[src/rtl/fperr_pkg.sv]
package fperr_pkg;

  // Next value of the interrupt request latch.
  // Order: disabled, then new error edge, then clearing write.
  function automatic logic next_irq(input logic en, input logic rise,
                                    input logic hit, input logic cur);
    if (!en)      return 1'b0;
    else if (rise) return 1'b1;
    else if (hit)  return 1'b0;
    else           return cur;
  endfunction

  // Next value of the ignore-error state.
  // Cleared when disabled or when the error is gone; set by a clearing write.
  function automatic logic next_ign(input logic en, input logic act,
                                    input logic hit, input logic cur);
    if (!en || !act) return 1'b0;
    else if (hit)    return 1'b1;
    else             return cur;
  endfunction

endpackage

[src/rtl/fperr_sync.sv]
module fperr_sync #(
  parameter int STAGES = 2
) (
  input  logic clk,
  input  logic rst,
  input  logic din_n,
  output logic act
);
  logic [STAGES-1:0] sh;

  always_ff @(posedge clk) begin
    if (rst) sh[0] <= 1'b1;
    else     sh[0] <= din_n;
  end

  for (genvar i = 1; i < STAGES; i++) begin : g_stage
    always_ff @(posedge clk) begin
      if (rst) sh[i] <= 1'b1;
      else     sh[i] <= sh[i-1];
    end
  end

  assign act = ~sh[STAGES-1];
endmodule

[src/rtl/fperr_req.sv]
module fperr_req
  import fperr_pkg::*;
(
  input  logic clk,
  input  logic rst,
  input  logic en,
  input  logic ferr_act,
  input  logic clr_hit,
  output logic ferr_rise,
  output logic irq
);
  logic act_q;

  assign ferr_rise = ferr_act & ~act_q;

  always_ff @(posedge clk) begin
    if (rst) begin
      act_q <= 1'b0;
      irq   <= 1'b0;
    end else begin
      act_q <= ferr_act;
      irq   <= next_irq(en, ferr_rise, clr_hit, irq);
    end
  end
endmodule

[src/rtl/fperr_ign.sv]
module fperr_ign
  import fperr_pkg::*;
(
  input  logic clk,
  input  logic rst,
  input  logic en,
  input  logic ferr_act,
  input  logic clr_hit,
  output logic ign_q,
  output logic ignne_n
);
  always_ff @(posedge clk) begin
    if (rst) ign_q <= 1'b0;
    else     ign_q <= next_ign(en, ferr_act, clr_hit, ign_q);
  end

  // Qualify with the live synchronized error so release is immediate.
  assign ignne_n = ~(ign_q & ferr_act);
endmodule

[src/rtl/fperr_irq_ctrl.sv]
module fperr_irq_ctrl #(
  parameter int              ADDR_W      = 16,
  parameter logic [ADDR_W-1:0] CLR_PORT  = ADDR_W'('h00F0),
  parameter int              SYNC_STAGES = 2
) (
  input  logic              clk,
  input  logic              rst,
  input  logic              en,
  input  logic              ferr_n,
  input  logic              io_wr,
  input  logic [ADDR_W-1:0] io_addr,
  output logic              irq13,
  output logic              intr,
  output logic              ignne_n
);
  logic ferr_act;
  logic ferr_rise;
  logic clr_hit;
  logic ign_q;

  assign clr_hit = en & io_wr & (io_addr == CLR_PORT);

  fperr_sync #(.STAGES(SYNC_STAGES)) u_sync (
    .clk(clk), .rst(rst), .din_n(ferr_n), .act(ferr_act)
  );

  fperr_req u_req (
    .clk(clk), .rst(rst), .en(en), .ferr_act(ferr_act),
    .clr_hit(clr_hit), .ferr_rise(ferr_rise), .irq(irq13)
  );

  fperr_ign u_ign (
    .clk(clk), .rst(rst), .en(en), .ferr_act(ferr_act),
    .clr_hit(clr_hit), .ign_q(ign_q), .ignne_n(ignne_n)
  );

  assign intr = irq13;
endmodule

[config.mk]
export PLATFORM = sky130hd
export DESIGN_NAME = fperr_irq_ctrl
export DESIGN_NICKNAME = d
export VERILOG_FILES = /design/src/rtl/fperr_pkg.sv /design/src/rtl/fperr_sync.sv /design/src/rtl/fperr_req.sv /design/src/rtl/fperr_ign.sv /design/src/rtl/fperr_irq_ctrl.sv
export SDC_FILE = /design/constraint.sdc
export NUM_CORES = 1
export LEC_CHECK = 0
export BUFFER_PORTS_ARGS = -buffer_cell sky130_fd_sc_hd__buf_2
export CAP_MARGIN = 15
export CORE_AREA = 2 2 39 41
export CTS_CLUSTER_SIZE = 10
export DETAILED_ROUTE_END_ITERATION = 8
export DIE_AREA = 0 0 41 43
export GPL_ROUTABILITY_DRIVEN = 0
export SYNTH_ARGS = -nofsm -noshare
export SYNTH_HDL_FRONTEND = slang
export SYNTH_SLANG_ARGS = --single-unit
[constraint.sdc]
create_clock -name clk -period 1.4 [get_ports clk]
set_input_delay 0.14 -clock clk [delete_from_list [all_inputs] [get_ports clk]]
set_output_delay 0.14 -clock clk [all_outputs]
set_load 0.005 [all_outputs]
==> flow_metrics.tcl, run 1 <==
set metrics [dict create \
    synthCells 25 \
    core_area_mm2 0.00138 \
    cp_cell_sequence "nand2b_1, buf_2" \
    grt_pass1_vias 264 \
    cts_tree "done" \
    path_clk_slew_ns 0.04 \
    antenna_found_initial 0 \
    start_util 0.178 \
    clk_latency_ns 0.24 \
    peakVddDrop_uv 283 \
    cts_inserted_buffers 3 \
    slew-limit-headroom 0.805 \
    crit_buf_inv 1 \
    fp.dieArea_mm2 0.00176 \
    cts_setup_buffers 0 \
    antenna_cells 0 \
    die_w_um 41 \
    leakage_nw 0.186 \
    drtPass1Iterations 2 \
    timing.hold.worst.class "input port to register" \
    final_cell_mix "23 x buf_2, 5 x dfxtp_1, 3 x nand2b_1, 3 x or2_2, 3 x clkbuf_4" \
    rsz0062_at_grt "no" \
    fp.dieH_um 43 \
    drt-total-wl_um 600 \
    cts_max_level 1 \
    required_ns 1.26 \
    min_from "ferr_n" \
    layout_commonest_cell "buf_2" \
    dp_slack_ns 0.174 \
    vias 281 \
    hold_viol_final 0 \
    stdcell_count 67 \
    via_per_inst 4.19 \
    tns_ns 0 \
    rows 14 \
    netlist_area_um2 246 \
    dp_cells 63 \
    wl_met3_um 57 \
    slowest_stage "dfxtp_1" \
    drt_iter0_drc 1 \
    syn_avg_cell_area_um2 9.86 \
    reg2reg_from "u_sync.sh[1]$_SDFF_PP1_" \
    period_needed_ns 0.968 \
    holdWs_ns 0.0884 \
    grt_pass1_wl_um 876 \
    top_layer "met3" \
    setup_ws_ns 0.432 \
    ys_ff_latch 5 \
    cp-end-kind "output pin" \
    io_buffer_count 23 \
    synth.net_count 46 \
    power_density_mw_per_mm2 897 \
    fin_skew_ns 0.00511 \
    max_stage_delay_ns 0.33 \
    nFillCells 163 \
    ant_nets 0 \
    crit_family "flip-flops" \
    post-route-util 0.289 \
    worstPathArrival_ns 0.83 \
    status "complete, no violations" \
    hold_buffers 0 \
    cts_root_buf "clkbuf_4" \
    drt-met1-wl_um 213 \
    layout-drive-gt1-share 0.608 \
    gr-usage-all-layers 0.0754 \
    grt_max_degree 7 \
    worst_r2r_endpoint "u_ign.ign_q$_SDFFE_PP0P_" \
    holdPathStages 2 \
    cts.sink_count 5 \
    ctsResizeCount 0 \
    layout.nets 73 \
    io_pins 24 \
    worstSetupPathType "register to output pin" \
    fin_crit_sh 0.692 \
    cts.path.max_buffers 2 \
    holdPathEnd "u_sync.sh[0]$_SDFF_PP1_" \
    route.detailed.drc 0 \
    max_cap_viol_count 0 \
    crit_path_max_fanout 4 \
    fmax_ghz 1.03 \
    slew_viol_final 0 \
    startpoint_type "register" \
    wire_per_inst_um 8.96 \
    tightest_slew_ns 0.292 \
    setup_viol 0 \
    area_growth_pct 62.4 \
    r2r_slack_ns 0.54 \
    wl_met2_um 328 \
    ys_seq_area_frac 0.406 \
    synth_cell_types 16 \
    rr_worst_depth 2 \
    grt.overflow.total 0 \
    yosysWarnings 0 \
]
cell usage after synthesis:
library cell | n | share of area
and3b_1 | 1 | 0.036
nor4_2 | 1 | 0.051
o21ai_0 | 1 | 0.020
or4_4 | 1 | 0.046
buf_4 | 1 | 0.030
o31ai_1 | 1 | 0.030
nand3_1 | 1 | 0.020
or4b_1 | 2 | 0.081
nor3b_1 | 1 | 0.030
nor2_1 | 1 | 0.015
nor3_1 | 1 | 0.020
dfxtp_1 | 5 | 0.41
nand4_1 | 1 | 0.025
a22o_1 | 1 | 0.036
nand2b_1 | 3 | 0.076
or2_2 | 3 | 0.076
final cells by class:
| cell class | instances | area [um^2] | share of cell area |
|---|---|---|---|
| Timing Repair Buffer | 23 | 115 | 0.287 |
| Clock buffer | 4 | 26.3 | 0.0656 |
| Sequential cell | 5 | 100 | 0.250 |
| Multi-Input combinational cell | 19 | 139 | 0.347 |
| Tap cell | 16 | 20.0 | 0.0500 |
how the worst max path moves through the flow:
stage | end | cells after the start | startpoint
global route | ignne_n | 2 | u_sync.sh[1]$_SDFF_PP1_
global placement | u_req.irq$_SDFFE_PP0P_ | 4 | io_addr[8]
finish | ignne_n | 2 | u_sync.sh[1]$_SDFF_PP1_
floorplan | u_req.irq$_SDFFE_PP0P_ | 3 | io_addr[8]
detailed placement | u_req.irq$_SDFFE_PP0P_ | 4 | io_addr[8]
CTS | ignne_n | 2 | u_sync.sh[1]$_SDFF_PP1_
cell families (layout without fill, tap and decap cells):
logic type,count (synthesis),in the layout,synth area share
AO/OA/AOI/OAI,3,3,0.0863
buffers and inverters,1,27,0.0305
AND/OR/NAND/NOR,16,16,0.477
flip-flops,5,5,0.406
state kept, by name, indices dropped and copies added, names as in the netlist:
| name | flops |
|---|---|
| u_req.act_q | 1 |
| u_ign.ign_q | 1 |
| u_sync.sh | 2 |
| u_req.irq | 1 |
worst register-to-register path: cells and delay by family, from the launching register on:
kind | cells | cell delay, ns
compound gates | 1 | 0.19
flops | 1 | 0.33
simple gates | 1 | 0.30
through the flow:
stage / power [mW] / cell area (um^2)
after floorplan: 0.166 / 246
after global placement: 0.195 / 374
after detailed placement: 0.196 / 374
after CTS: 0.368 / 400
after global routing: 0.378 / 400
final: 0.359 / 400
where the power goes:
| part | internal [mW] | total, mW | switching, mW |
|---|---|---|---|
| Combinational | 0.0291 | 0.0436 | 0.0145 |
| Sequential | 0.148 | 0.150 | 0.00220 |
| Clock | 0.108 | 0.166 | 0.0581 |
per-layer routing:
metal  global-route usage  up-vias
met5                    0        -
met4               0.0200        0
met3               0.0628        0
met2                0.128       11
met1               0.0613      126
li1                     -      144
Power figures use the tool's default switching activity.
==> inputs of run 2 (changes only) <==
==> constraint.sdc (replaced) <==
create_clock -name clk -period 0.92 [get_ports clk]
set_input_delay 0.092 -clock clk [delete_from_list [all_inputs] [get_ports clk]]
set_output_delay 0.092 -clock clk [all_outputs]
set_load 0.005 [all_outputs]
==> run 2 against run 1 <==
Effect of this change:
- register-to-register slack got worse by 0.46 ns
- largest cell class unchanged
- clock-buffer cell count unchanged
- largest power group unchanged
- critical path depth up 2
- combinational power increased by 76%
- via count down 0.36%
- flip-flop and latch count stayed put
- global-route usage up 0.39 points
- setup slack lost 0.43 ns
- worst hold slack got worse by 0.048 ns
==> flow_metrics.tcl, run 2 (synthesis results as in run 1) <==
set metrics [dict create \
    io_buffer_count 23 \
    nFillCells 157 \
    max_stage_delay_ns 0.53 \
    period_needed_ns 0.917 \
    switching_share 0.194 \
    wire_per_inst_um 8.40 \
    route.detailed.drc 0 \
    status "complete, no violations" \
    die_w_um 41 \
    fmax_ghz 1.09 \
    cts.sink_count 5 \
    holdPathEnd "u_sync.sh[0]$_SDFF_PP1_" \
    drt-total-wl_um 571 \
    hold_viol_final 0 \
    grt_pass1_vias 255 \
    power_frac_seq 0.419 \
    drtPass1Iterations 2 \
    cp-end-kind "register" \
    holdPathStages 2 \
    r2r_slack_ns 0.08 \
    rr_worst_depth 2 \
    stdcell_count 68 \
    area_growth_pct 81.2 \
    timing.hold.worst.class "input port to register" \
    min_from "ferr_n" \
    via_per_inst 4.12 \
    ant_nets 0 \
    setup_viol 0 \
    total_power_mw 0.547 \
    design_area_um2 447 \
    hpwlAfterDp_um 484 \
    holdWs_ns 0.0405 \
    start_util 0.178 \
    cts_inserted_buffers 3 \
    placed_area_um2 382 \
    fp.dieH_um 43 \
    cp_cell_sequence "buf_2, or4_4, nor4_2, a22o_1" \
    slew-limit-headroom 0.826 \
    grt_max_degree 7 \
    fp.dieArea_mm2 0.00176 \
    largest_reg_flops 2 \
    cts_max_level 1 \
    crit_family "simple AND/OR/NAND/NOR gates" \
    crit_path_max_fanout 2 \
    antenna_found_initial 0 \
    leakage_nw 0.209 \
    post-route-util 0.323 \
    p_int_mw 0.441 \
    layout.nets 74 \
    tightest_slew_ns 0.260 \
    rows 14 \
    layout_commonest_cell "buf_2" \
    dp_cells 64 \
    power_density_mw_per_mm2 1220 \
    required_ns 1.10 \
    grt.overflow.total 0 \
    multi_input_area_um2 164 \
    cts.path.max_buffers 2 \
    fin_crit_sh 0.997 \
    core_area_mm2 0.00138 \
    slew_viol_final 0 \
    cts_root_buf "clkbuf_4" \
    layout-drive-gt1-share 0.692 \
    p_comb_frac 0.141 \
    final_cell_mix "21 x buf_2, 4 x dfxtp_1, 3 x or2_2, 3 x clkbuf_4" \
    antenna_cells 0 \
    worstPathArrival_ns 1.10 \
    netSwitchingPower_mw 0.106 \
    drt_iter0_drc 1 \
    worstSetupPathType "input port to register" \
    tns_ns 0 \
    rsz0062_at_grt "yes" \
    clk_latency_ns 0.23 \
    gr-usage-all-layers 0.0793 \
    dp_slack_ns -0.260 \
    cts_tree "done" \
    slowest_stage "or4_4" \
    layout.area.seq_um2 101 \
    io_pins 24 \
    fin_skew_ns 0.000154 \
    setup_ws_ns 0.00259 \
    peakVddDrop_uv 601 \
    path_clk_slew_ns 0.04 \
    vias 280 \
    max_cap_viol_count 0 \
    reg2reg_from "u_sync.sh[1]$_SDFF_PP1_" \
    worst_r2r_endpoint "u_ign.ign_q$_SDFFE_PP0P_" \
    grt_pass1_wl_um 890 \
    largest-register "u_sync.sh" \
    hold_buffers 0 \
    startpoint_type "input port" \
    crit_buf_inv 1 \
    clkPwrFrac 0.440 \
]
-- run 2: cell count changes in the layout (fill, tap and decap cells not counted) --
| cell | before | now |
|---|---|---|
| buf_2 | 23 | 21 |
| buf_6 | 0 | 2 |
| buf_4 | 0 | 1 |
| dfxtp_1 | 5 | 4 |
| dfxtp_2 | 0 | 1 |
| nand2b_1 | 3 | 2 |
| nand2b_4 | 0 | 1 |
| o31ai_1 | 1 | 0 |
| o31ai_4 | 0 | 1 |
| or4b_1 | 2 | 1 |
| or4b_4 | 0 | 1 |
-- run 2: timing repair --
| action | in CTS | in global routing |
|---|---|---|
| pin swaps | 3 | 1 |
| gates resized for setup | 5 | 2 |
| setup buffers | 0 | 0 |
| setup endpoints to repair | 2 | 3 |
-- run 2: how the worst max path moves through the flow --
stage	start	endpoint	slack [ns]	cells past startpoint
after floorplan	io_addr[8]	u_req.irq$_SDFFE_PP0P_	-0.11	3
after global placement	io_addr[8]	u_req.irq$_SDFFE_PP0P_	-0.25	4
after detailed placement	io_addr[8]	u_req.irq$_SDFFE_PP0P_	-0.26	4
after CTS	io_addr[10]	u_req.irq$_SDFFE_PP0P_	-0.01	4
after global routing	io_addr[1]	u_ign.ign_q$_SDFFE_PP0P_	-0.03	4
final	io_addr[1]	u_ign.ign_q$_SDFFE_PP0P_	0.003	4
-- run 2: metal layers --
| metal | share of wire | GRT usage |
|---|---|---|
| met3 | 0.079 | 0.0471 |
| met4 | 0 | 0.0600 |
| met1 | 0.38 | 0.0772 |
| met2 | 0.54 | 0.116 |
| met5 | 0 | 0 |
-- run 2: area by class of cell --
class	count	area share
clock buffer	4	0.0588
multi-input combinational	19	0.367
sequential	5	0.227
tap	16	0.0448
timing repair buffer	24	0.303
-- run 2: power by group through the flow --
stage	Clock, mW	Sequential, mW	Combinational, mW
2_1_floorplan	0	0.232	0.0214
3_3_place_gp	0	0.232	0.0676
3_5_place_dp	0	0.232	0.0694
4_1_cts	0.256	0.229	0.0757
5_1_grt	0.272	0.229	0.0847
6_report	0.241	0.229	0.0769
-- run 2: worst register-to-register path, cell delays in order (launching register included) --
cell and delay, ns:
dfxtp_2 0.33, nor3b_1 0.27, a22o_1 0.18
==> inputs of run 3 (changes only) <==
--- a/config.mk
+++ b/config.mk
@@ -14,4 +14,5 @@
 export GPL_ROUTABILITY_DRIVEN = 0
 export SYNTH_ARGS = -nofsm -noshare
 export SYNTH_HDL_FRONTEND = slang
+export SYNTH_HIERARCHICAL = 1
 export SYNTH_SLANG_ARGS = --single-unit
==> run 3 against run 2 <==
Effect of this change:
- the run now ends with negative setup slack left
- first-iteration DRC count shrank 100%
- sequential power is essentially flat
- clock skew grew 0.0047 ns
- wire length grew 16%
- die area is the same
==> flow_metrics.tcl, run 3 <==
set metrics [dict create \
    fmax_ghz 0.898 \
    grt_max_degree 6 \
    peakVddDrop_uv 746 \
    design_area_um2 447 \
    timing.hold.worst.class "input port to register" \
    synth_common_cells "5 x dfxtp_1, 2 x inv_1, 2 x nand2_1, 2 x nor2b_1, 2 x or2_1" \
    layout-drive-gt1-share 0.692 \
    max_stage_delay_ns 0.54 \
    crit_path_max_fanout 2 \
    via_per_inst 4.12 \
    netlist.area_leader.share 0.419 \
    yosysWarnings 6 \
    grt_pass1_wl_um 917 \
    gr-usage-all-layers 0.0824 \
    worstSetupPathType "input port to register" \
    slew-limit-headroom 0.847 \
    rsz0062_at_grt "yes" \
    largest-register "u_sync/sh" \
    synth_cell_types 16 \
    start_util 0.173 \
    slew_viol_final 0 \
    p_comb_frac 0.141 \
    synthCells 24 \
    dp_cells 63 \
    grt.overflow.total 0 \
    synth_ff_type "dfxtp_1" \
    drt_iter0_drc 0 \
    crit_family "simple AND/OR/NAND/NOR gates" \
    vias 280 \
    placed_area_um2 383 \
    yosysMostFrequentCell "dfxtp_1" \
    cts_root_buf "clkbuf_4" \
    period_needed_ns 1.11 \
    ys_seq_area_frac 0.419 \
    synth_area_leaders "dfxtp_1 42%, nor2b_4 5.8%, nor2b_1 5.2%" \
    clkPwrFrac 0.454 \
    io_pins 24 \
    fin_crit_sh 1.21 \
    cts_inserted_buffers 3 \
    final_cell_mix "21 x buf_2, 5 x dfxtp_1, 3 x clkbuf_4" \
    layout_commonest_cell "buf_2" \
    cts_tree "done" \
    synth_top_area_cell "dfxtp_1" \
    stdcell_count 68 \
    switching_share 0.213 \
    drtPass1Iterations 1 \
    grt_pass1_vias 278 \
    fp.dieH_um 43 \
    clk_latency_ns 0.24 \
    power_density_mw_per_mm2 1250 \
    cts.path.max_buffers 2 \
    cp-end-kind "register" \
    setup_viol 2 \
    netlist_area_um2 239 \
    drt-total-wl_um 665 \
    slowest_stage "or4_4" \
    synth_edf_count 0 \
    hold_viol_final 0 \
    netSwitchingPower_mw 0.119 \
    holdWs_ns 0.0313 \
    max_cap_viol_count 0 \
    p_int_mw 0.440 \
    wire_per_inst_um 9.78 \
    ys_ff_latch 5 \
    syn_avg_cell_area_um2 9.96 \
    die_w_um 41 \
    startpoint_type "input port" \
    fp.dieArea_mm2 0.00176 \
    required_ns 1.06 \
    cp_cell_sequence "buf_6, or4_4, nor4_4, nor2b_1, o211a_1" \
    cts.sink_count 5 \
    power_frac_seq 0.405 \
    worstPathArrival_ns 1.25 \
    postSynth.asyncResetShare 0 \
    route.detailed.drc 0 \
    path_clk_slew_ns 0.05 \
    io_buffer_count 23 \
    core_area_mm2 0.00138 \
    hpwlAfterDp_um 519 \
    ant_nets 0 \
    synth.net_count 45 \
    leakage_nw 0.231 \
    rows 14 \
    tightest_slew_ns 0.228 \
    cts_max_level 1 \
    antenna_found_initial 0 \
    largest_reg_flops 2 \
    layout.nets 74 \
    crit_buf_inv 1 \
    setup_ws_ns -0.193 \
    status "finished, violations left" \
    fin_skew_ns 0.00484 \
    area_growth_pct 86.9 \
    violations "negative setup slack" \
    antenna_cells 0 \
]
==> run 3: metrics by stage <==
stage	TNS (ns)	total power, mW	utilization	setup WS [ns]
global route	-0.421	0.597	0.323	-0.216
CTS	-0.299	0.574	0.323	-0.164
global placement	-0.858	0.298	0.277	-0.471
finish	-0.356	0.558	0.323	-0.193
detailed placement	-0.848	0.300	0.277	-0.464
floorplan	-0.494	0.249	-	-0.292
==> run 3: metal layers <==
metal | routed length (um) | vias up | share of wire | GRT usage
met3 | 160 | 0 | 0.24 | 0.0628
met4 | 0 | 0 | 0 | 0.0200
li1 | - | 138 | - | -
met5 | 0 | - | 0 | 0
met2 | 328 | 27 | 0.49 | 0.163
met1 | 176 | 115 | 0.26 | 0.0484
==> run 3: final cells by class <==
cell class | instances | area (um^2)
clock buffers | 4 | 26.3
fillers | 146 | 937
inverters | 2 | 7.51
multi-input cells | 16 | 150
flip-flops and latches | 5 | 100
well taps | 16 | 20.0
repair buffers | 25 | 143
==> run 3: worst paths after layout <==
check / start / endpoint / slack [ns] / cells past startpoint
worst max-delay path: io_addr[12] / u_req/irq$_SDFFE_PP0P_ / -0.19 / 5
worst min-delay path: ferr_n / u_sync/sh[0]$_SDFF_PP1_ / 0.03 / 2
worst max register to register: u_sync/sh[1]$_SDFF_PP1_ / u_req/irq$_SDFFE_PP0P_ / 0.14 / 3
worst min register to register: u_sync/sh[0]$_SDFF_PP1_ / u_sync/sh[1]$_SDFF_PP1_ / 0.40 / 1
==> run 3: cell families after synthesis <==
kind of cell / after synthesis / synth area share
buf+inv: 3 / 0.0629
compound gates: 1 / 0.0419
simple gates: 15 / 0.476
flops: 5 / 0.419
==> run 3: repair_timing <==
| item | CTS | global route |
|---|---|---|
| pin swaps | 4 | 0 |
| gates resized for setup | 6 | 1 |
| setup endpoints to repair | 2 | 3 |
| endpoints found under the hold margin | 0 | 0 |
| setup buffers | 1 | 0 |
| hold buffers | 0 | 0 |
==> run 3: power by group through the flow <==
stage	logic, mW	clock network [mW]	registers, mW
3_5_place_dp	0.0700	0	0.230
3_3_place_gp	0.0682	0	0.230
4_1_cts	0.0794	0.269	0.226
6_report	0.0786	0.254	0.226
2_1_floorplan	0.0197	0	0.230
5_1_grt	0.0874	0.284	0.226
